`config.mk`:
```
export PLATFORM = sky130hd
export DESIGN_NAME = rxring_dma_writer
export DESIGN_NICKNAME = d
export VERILOG_FILES = /design/src/rtl/rxring_pkg.sv /design/src/rtl/rxr_byte_pack.sv /design/src/rtl/rxr_desc_ptr.sv /design/src/rtl/rxr_status_fmt.sv /design/src/rtl/rxring_dma_writer.sv
export SDC_FILE = /design/constraint.sdc
export NUM_CORES = 1
export LEC_CHECK = 0
export CORE_MARGIN = 3
export CORE_UTILIZATION = 30
export CTS_CLUSTER_SIZE = 30
export DETAILED_ROUTE_END_ITERATION = 8
export GPL_TIMING_DRIVEN = 0
export PLACE_DENSITY = 0.54
export SLEW_MARGIN = 5
export SYNTH_ARGS = -nofsm -noshare
export SYNTH_HDL_FRONTEND = slang
export SYNTH_SLANG_ARGS = --single-unit
```
`constraint.sdc`:
```
create_clock -name clk -period 5.4 [get_ports clk]
set_input_delay 0.54 -clock clk [delete_from_list [all_inputs] [get_ports clk]]
set_output_delay 0.54 -clock clk [all_outputs]
set_load 0.02 [all_outputs]
```
`src/rtl/rxring_pkg.sv`:
```
package rxring_pkg;

  localparam int WORD_W     = 32;
  localparam int LANES      = WORD_W / 8;

  // address-word flag bits
  localparam int OWN_BIT    = 0;
  localparam int LAST_BIT   = 1;

  // status-word bit positions (decoded by software)
  localparam int SOF_BIT    = 14;
  localparam int EOF_BIT    = 15;
  localparam int TYPE_BIT   = 22;
  localparam int AMATCH_TOP = 26;
  localparam int BCAST_BIT  = 31;

  typedef enum logic [2:0] {
    S_IDLE,
    S_FETCH,
    S_CHECK,
    S_FILL,
    S_PUT,
    S_STAT,
    S_OWN,
    S_DROP
  } rx_state_e;

endpackage

```
`src/rtl/rxr_byte_pack.sv`:
```
module rxr_byte_pack
  import rxring_pkg::*;
(
  input  logic              clk,
  input  logic              rst_n,
  input  logic              clr,
  input  logic              ld,
  input  logic [1:0]        lane,
  input  logic [7:0]        din,
  output logic [WORD_W-1:0] word,
  output logic [LANES-1:0]  be
);

  for (genvar g = 0; g < LANES; g++) begin : g_lane
    logic [7:0] byte_q, byte_n;
    logic       en_q, en_n;
    logic       hit;

    assign hit = ld && (lane == 2'(g));

    always_comb begin
      byte_n = byte_q;
      en_n   = en_q;
      if (clr) begin
        en_n = 1'b0;
      end else if (hit) begin
        byte_n = din;
        en_n   = 1'b1;
      end
    end

    always_ff @(posedge clk or negedge rst_n) begin
      if (!rst_n) begin
        byte_q <= '0;
        en_q   <= 1'b0;
      end else begin
        byte_q <= byte_n;
        en_q   <= en_n;
      end
    end

    assign word[g*8 +: 8] = byte_q;
    assign be[g]          = en_q;
  end

endmodule

```
`src/rtl/rxr_desc_ptr.sv`:
```
module rxr_desc_ptr #(
  parameter int AW    = 32,
  parameter int IDX_W = 10
) (
  input  logic          clk,
  input  logic          rst_n,
  input  logic          adv,
  input  logic          wrap,
  input  logic [AW-1:0] base,
  output logic [AW-1:0] desc_addr
);

  logic [IDX_W-1:0] idx_q, idx_n;

  always_comb begin
    idx_n = idx_q;
    if (adv) begin
      idx_n = wrap ? '0 : idx_q + 1'b1;
    end
  end

  always_ff @(posedge clk or negedge rst_n) begin
    if (!rst_n) idx_q <= '0;
    else        idx_q <= idx_n;
  end

  assign desc_addr = base + {{(AW-IDX_W-3){1'b0}}, idx_q, 3'b000};

  // taking the wrap flag brings the position back to the ring base
  a_r4_wrap_to_base: assert property (@(posedge clk) disable iff (!rst_n)
    (adv && wrap) |=> (idx_q == '0));

endmodule

```
`src/rtl/rxr_status_fmt.sv`:
```
module rxr_status_fmt
  import rxring_pkg::*;
#(
  parameter int LEN_W = 12
) (
  input  logic              first,
  input  logic              last,
  input  logic [LEN_W-1:0]  len,
  input  logic              bcast,
  input  logic [3:0]        amatch,
  input  logic              tmatch,
  output logic [WORD_W-1:0] status
);

  always_comb begin
    status          = '0;
    status[SOF_BIT] = first;
    if (last) begin
      status[EOF_BIT]     = 1'b1;
      status[LEN_W-1:0]   = len;
      status[BCAST_BIT]   = bcast;
      status[TYPE_BIT]    = tmatch;
      for (int j = 0; j < 4; j++) begin
        status[AMATCH_TOP-j] = amatch[j];
      end
    end
  end

endmodule

```
`src/rtl/rxring_dma_writer.sv`:
```
module rxring_dma_writer
  import rxring_pkg::*;
#(
  parameter int AW        = 32,
  parameter int BUF_BYTES = 128,
  parameter int IDX_W     = 10,
  parameter int LEN_W     = 12
) (
  input  logic              clk,
  input  logic              rst_n,
  input  logic              en,
  input  logic [AW-1:0]     ring_base,
  input  logic              in_valid,
  input  logic [7:0]        in_data,
  input  logic              in_last,
  input  logic              in_bcast,
  input  logic [3:0]        in_amatch,
  input  logic              in_tmatch,
  output logic              in_ready,
  output logic              mem_req,
  output logic              mem_we,
  output logic [AW-1:0]     mem_addr,
  output logic [WORD_W-1:0] mem_wdata,
  output logic [LANES-1:0]  mem_be,
  input  logic [WORD_W-1:0] mem_rdata,
  output logic              overrun
);

  localparam int OFF_W = $clog2(BUF_BYTES);

  rx_state_e          state_q, state_n;
  logic [OFF_W:0]     off_q, off_n;
  logic [OFF_W-1:0]   put_ofs_q, put_ofs_n;
  logic [LEN_W-1:0]   flen_q, flen_n;
  logic               first_q, first_n;
  logic               end_q, end_n;
  logic [WORD_W-1:0]  aword_q, aword_n;
  logic               bcast_q, bcast_n;
  logic [3:0]         amatch_q, amatch_n;
  logic               tmatch_q, tmatch_n;
  logic               ovr_q, ovr_n;

  logic               pk_clr, pk_ld;
  logic [WORD_W-1:0]  pk_word;
  logic [LANES-1:0]   pk_be;
  logic               ptr_adv;
  logic [AW-1:0]      desc_addr;
  logic [AW-1:0]      buf_base;
  logic [WORD_W-1:0]  status;
  logic               buf_full;
  logic               buf_edge;

  assign buf_base = {aword_q[AW-1:2], 2'b00};
  assign buf_full = (off_q == (OFF_W+1)'(BUF_BYTES));
  assign buf_edge = (off_q == (OFF_W+1)'(BUF_BYTES-1));

  rxr_byte_pack u_pack (
    .clk   (clk),
    .rst_n (rst_n),
    .clr   (pk_clr),
    .ld    (pk_ld),
    .lane  (off_q[1:0]),
    .din   (in_data),
    .word  (pk_word),
    .be    (pk_be)
  );

  rxr_desc_ptr #(.AW(AW), .IDX_W(IDX_W)) u_ptr (
    .clk       (clk),
    .rst_n     (rst_n),
    .adv       (ptr_adv),
    .wrap      (aword_q[LAST_BIT]),
    .base      (ring_base),
    .desc_addr (desc_addr)
  );

  rxr_status_fmt #(.LEN_W(LEN_W)) u_fmt (
    .first  (first_q),
    .last   (end_q),
    .len    (flen_q),
    .bcast  (bcast_q),
    .amatch (amatch_q),
    .tmatch (tmatch_q),
    .status (status)
  );

  always_comb begin
    state_n   = state_q;
    off_n     = off_q;
    put_ofs_n = put_ofs_q;
    flen_n    = flen_q;
    first_n   = first_q;
    end_n     = end_q;
    aword_n   = aword_q;
    bcast_n   = bcast_q;
    amatch_n  = amatch_q;
    tmatch_n  = tmatch_q;
    ovr_n     = 1'b0;
    in_ready  = 1'b0;
    mem_req   = 1'b0;
    mem_we    = 1'b0;
    mem_addr  = desc_addr;
    mem_wdata = '0;
    mem_be    = '0;
    pk_clr    = 1'b0;
    pk_ld     = 1'b0;
    ptr_adv   = 1'b0;

    unique case (state_q)
      S_IDLE: begin
        if (en && in_valid) begin
          state_n = S_FETCH;
          first_n = 1'b1;
          end_n   = 1'b0;
          flen_n  = '0;
        end
      end
      S_FETCH: begin
        mem_req = 1'b1;
        state_n = S_CHECK;
      end
      S_CHECK: begin
        if (mem_rdata[OWN_BIT]) begin
          ovr_n   = 1'b1;
          state_n = S_DROP;
        end else begin
          aword_n = mem_rdata;
          off_n   = '0;
          pk_clr  = 1'b1;
          state_n = S_FILL;
        end
      end
      S_FILL: begin
        in_ready = 1'b1;
        if (in_valid) begin
          pk_ld     = 1'b1;
          put_ofs_n = {off_q[OFF_W-1:2], 2'b00};
          off_n     = off_q + 1'b1;
          flen_n    = flen_q + 1'b1;
          if (in_last) begin
            end_n    = 1'b1;
            bcast_n  = in_bcast;
            amatch_n = in_amatch;
            tmatch_n = in_tmatch;
          end
          if ((off_q[1:0] == 2'b11) || in_last || buf_edge) begin
            state_n = S_PUT;
          end
        end
      end
      S_PUT: begin
        mem_req   = 1'b1;
        mem_we    = 1'b1;
        mem_addr  = buf_base + {{(AW-OFF_W){1'b0}}, put_ofs_q};
        mem_wdata = pk_word;
        mem_be    = pk_be;
        pk_clr    = 1'b1;
        state_n   = (end_q || buf_full) ? S_STAT : S_FILL;
      end
      S_STAT: begin
        mem_req   = 1'b1;
        mem_we    = 1'b1;
        mem_addr  = desc_addr + AW'(4);
        mem_wdata = status;
        mem_be    = '1;
        state_n   = S_OWN;
      end
      S_OWN: begin
        mem_req   = 1'b1;
        mem_we    = 1'b1;
        mem_wdata = aword_q | WORD_W'(1);
        mem_be    = '1;
        ptr_adv   = 1'b1;
        first_n   = 1'b0;
        state_n   = end_q ? S_IDLE : S_FETCH;
      end
      S_DROP: begin
        in_ready = 1'b1;
        if (in_valid && in_last) begin
          state_n = S_IDLE;
        end
      end
      default: state_n = S_IDLE;
    endcase
  end

  always_ff @(posedge clk or negedge rst_n) begin
    if (!rst_n) begin
      state_q   <= S_IDLE;
      off_q     <= '0;
      put_ofs_q <= '0;
      flen_q    <= '0;
      first_q   <= 1'b0;
      end_q     <= 1'b0;
      aword_q   <= '0;
      bcast_q   <= 1'b0;
      amatch_q  <= '0;
      tmatch_q  <= 1'b0;
      ovr_q     <= 1'b0;
    end else begin
      state_q   <= state_n;
      off_q     <= off_n;
      put_ofs_q <= put_ofs_n;
      flen_q    <= flen_n;
      first_q   <= first_n;
      end_q     <= end_n;
      aword_q   <= aword_n;
      bcast_q   <= bcast_n;
      amatch_q  <= amatch_n;
      tmatch_q  <= tmatch_n;
      ovr_q     <= ovr_n;
    end
  end

  assign overrun = ovr_q;

  a_r1_fill_bound: assert property (@(posedge clk) disable iff (!rst_n)
    off_q <= (OFF_W+1)'(BUF_BYTES));

  a_r2_overrun_single: assert property (@(posedge clk) disable iff (!rst_n)
    overrun |=> !overrun);

  a_r3_own_after_status: assert property (@(posedge clk) disable iff (!rst_n)
    (state_q == S_OWN) |-> ($past(state_q) == S_STAT));

  a_r8_word_aligned: assert property (@(posedge clk) disable iff (!rst_n)
    (mem_req && mem_we) |-> (mem_addr[1:0] == 2'b00));

  a_r9_be_present: assert property (@(posedge clk) disable iff (!rst_n)
    (mem_req && mem_we) |-> (mem_be != '0));

  a_r11_idle_quiet: assert property (@(posedge clk) disable iff (!rst_n)
    (state_q == S_IDLE && !en) |=> !mem_req);

endmodule

```
==> results.md <==
- Outcome: complete, no violations
- Core Region: 26,500 µm²
- First-pass GRT wire length: 44,500 µm
- Grt ovf: 0
- Classification of the worst setup path: in -> out
- Die Area: 29,400 µm²
- Final wirelength: 28,800 µm
- Final Util: 41.2%
- Total GRT Usage: 19.6%
- Max Slew Vio Count: 0
- DRC: 0
- Leading area contributor after synthesis: dfrtp_1
- Drt initial violations: 687
- Crit path required time: 4.86 ns
- Cell area after synthesis: 8220 µm²
- Post-layout min period: 5.26 ns
- Number of flops mapped to enable cells by yosys: 0
- RSZ-0062 raised after global routing: true
- Vias/cell: 5.48
- Post-synth ARST share: 100%
- Pwr/cell area: 490 nW/µm²
- GP Congestion: 0.910
- CTS sink count: 114
- Synth area leaders: dfrtp_1, mux2_2, nand2_1
- P_leak: 4.51 nW
- Pre-Repair DR Iteration Count: 5
- Max Clock Skew: 0.00923 ns
- Largest vdd supply drop: 0.234 mV
- I/O pin count: 155
- Fin Hold WS: 0.0365 ns
- Largest net degree at the start of global routing: 72
- CTS tree: built
- Yosys reg bits: 114
- CTS H-tree depth: 4
- Root buf cell: clkbuf_16
- Worst Path Max Fanout: 10
- Hpwl dp: 22,300 µm
- Area fraction of the dominant cell type after synthesis: 34.7%
- Vias in the first global route: 7,649
- Clock Latency Late Sink: 0.42 ns
- Via count: 7,947
- Top_reg_cell synth: dfrtp_1
- Hold_buf cts: 0
- Chip height: 172 µm
- Crit path capture type: output port
- Post-route cell area: 10,900 µm²
- Area grow syn2layout: 32.9%
- Standard-cell rows: 59
- Fmax: 0.190 GHz
- Max-Cap Viols: 0
- Routed WL per cell: 19.9 µm
- Startpoint Class: primary input
- Final ANT Viol Nets: 0
- Num CTS Buffers: 17
- Synthesis warning total: 0
- Area after DPL: 10,200 µm²
- Final period util: 97.5%
- Synthesized netlist cell count: 926
- Most frequent cell after synthesis: dfrtp_1
- Fin nets: 1,210
- Commonest cells in the netlist: dfrtp_1, nand2_1, nor2_1
- Max_slew headroom: 39.1%
- Count of different cell masters after synthesis: 76
- Seq/Total Area, Yosys: 34.7%
- Chip width: 172 µm
- Initial antenna violation count: 0
- Clk slew on worst S/H paths: 0.06 ns
- Share of cells above drive strength 1: 13.0%
- HP Class: in -> async
- Worst Max-Slew Pin Slew: 0.905 ns
- Starting density of the core: 31.0%
- Syn nets: 1,033
- Dpl cells: 1,415
- Antenna diode count: 0
- Syn_area_per_cell: 8.88 µm²
- PortBufs: 153
- Final Setup Violations: 0
- Final cell count without fillers: 1,451
- Total Power: 5.36 mW
- Final hold vios: 0
- Worst path arrival time: 4.72 ns
- Max clock buf depth: 2
path summary, 6_finish.rpt:
kind	start	slack [ns]	depth (start not counted)	end
min	rst_n	0.04	1	tmatch_q$_DFFE_PN0P_
max in group asynchronous	rst_n	4.64	2	put_ofs_q[5]$_DFFE_PN0P_
min reg2reg	first_q$_DFFE_PN0P_	0.48	1	first_q$_DFFE_PN0P_
max reg2reg	state_q[0]$_DFFE_PN0P_	2.61	8	off_q[6]$_DFFE_PN0P_
min in group clk	first_q$_DFFE_PN0P_	0.48	1	first_q$_DFFE_PN0P_
max	ring_base[3]	0.14	14	mem_addr[31]
kinds of logic after synthesis:
family	share of synthesized area [%]
multiplexers	13.8
flip-flops	34.7
buffers and inverters	3.03
adder cells (fa/ha/maj)	3.84
AO/OA/AOI/OAI	18.0
XOR/XNOR	5.86
AND/OR/NAND/NOR	20.7
per-stage QoR:
stage	setup slack, ns	setup TNS, ns
after global routing	-0.0150	-0.0150
after floorplan	1.04	0
final	0.135	0
after detailed placement	-0.385	-2.27
after global placement	-0.923	-105.73
after CTS	-0.0386	-0.0386
where the power goes:
group / switching [mW] / internal [mW] / total (mW)
logic: 1.48 / 1.16 / 2.64
registers: 0.354 / 1.18 / 1.53
clock network: 0.437 / 0.743 / 1.18
total: 2.27 / 3.09 / 5.36
worst max-delay path, cell delays in order:
cell	delay, ns
clkdlybuf4s50_1	0.45
ha_1	0.27
fa_2	0.39
a211oi_2	0.28
o21a_1	0.25
o21ba_1	0.20
buf_4	0.19
xnor2_1	0.17
nand4_1	0.17
buf_4	0.19
or4_4	0.52
or4_1	0.48
a211o_1	0.30
dlygate4sd2_1	0.32
per-layer routing:
metal  vias up  global-route usage (%)  wire (µm)
li1       3773                       -          -
met1      3842                    27.9      13400
met2       296                    30.9      13000
met3        36                    4.11       1940
met4         0                    4.06        459
met5         -                       0          0
layout by cell type, fill, tap and decap left out, types with 27 or more instances in the layout:
cell type / netlist / routed
nor2_1: 82 / 82
xor2_1: 27 / 27
o21ai_0: 56 / 56
clkdlybuf4s50_1: 0 / 144
mux2i_1: 35 / 35
mux2_2: 69 / 69
clkbuf_1: 34 / 33
dfrtp_1: 114 / 114
nand2_1: 106 / 106
a21oi_1: 43 / 43
nand3_1: 33 / 33
xnor2_1: 28 / 28
area by class of cell:
| cell class | instances | area [µm²] |
|---|---|---|
| multi-input cells | 748 | 5190 |
| clock inverters | 14 | 178 |
| fillers | 2605 | 15600 |
| inverters | 21 | 78.8 |
| flip-flops and latches | 114 | 2850 |
| well taps | 335 | 419 |
| clock buffers | 18 | 439 |
| repair buffers | 158 | 1600 |
| plain buffers | 43 | 171 |
repair_timing:
item                       in CTS  in global routing
buffers inserted                0                  4
setup endpoints to repair      13                 13
hold endpoints to repair        0                  0
pin swaps                       1                  4
gates resized for setup        12                  8
registers in the layout (all words and copies together), names as in the netlist:
register,flops
u_pack.g_lane.byte_q,32
aword_q,31
flen_q,12
u_ptr.idx_q,10
off_q,8
put_ofs_q,5
amatch_q,4
u_pack.g_lane.en_q,4
state_q,3
bcast_q,1
end_q,1
first_q,1
overrun,1
tmatch_q,1
Power figures use the tool's default switching activity.
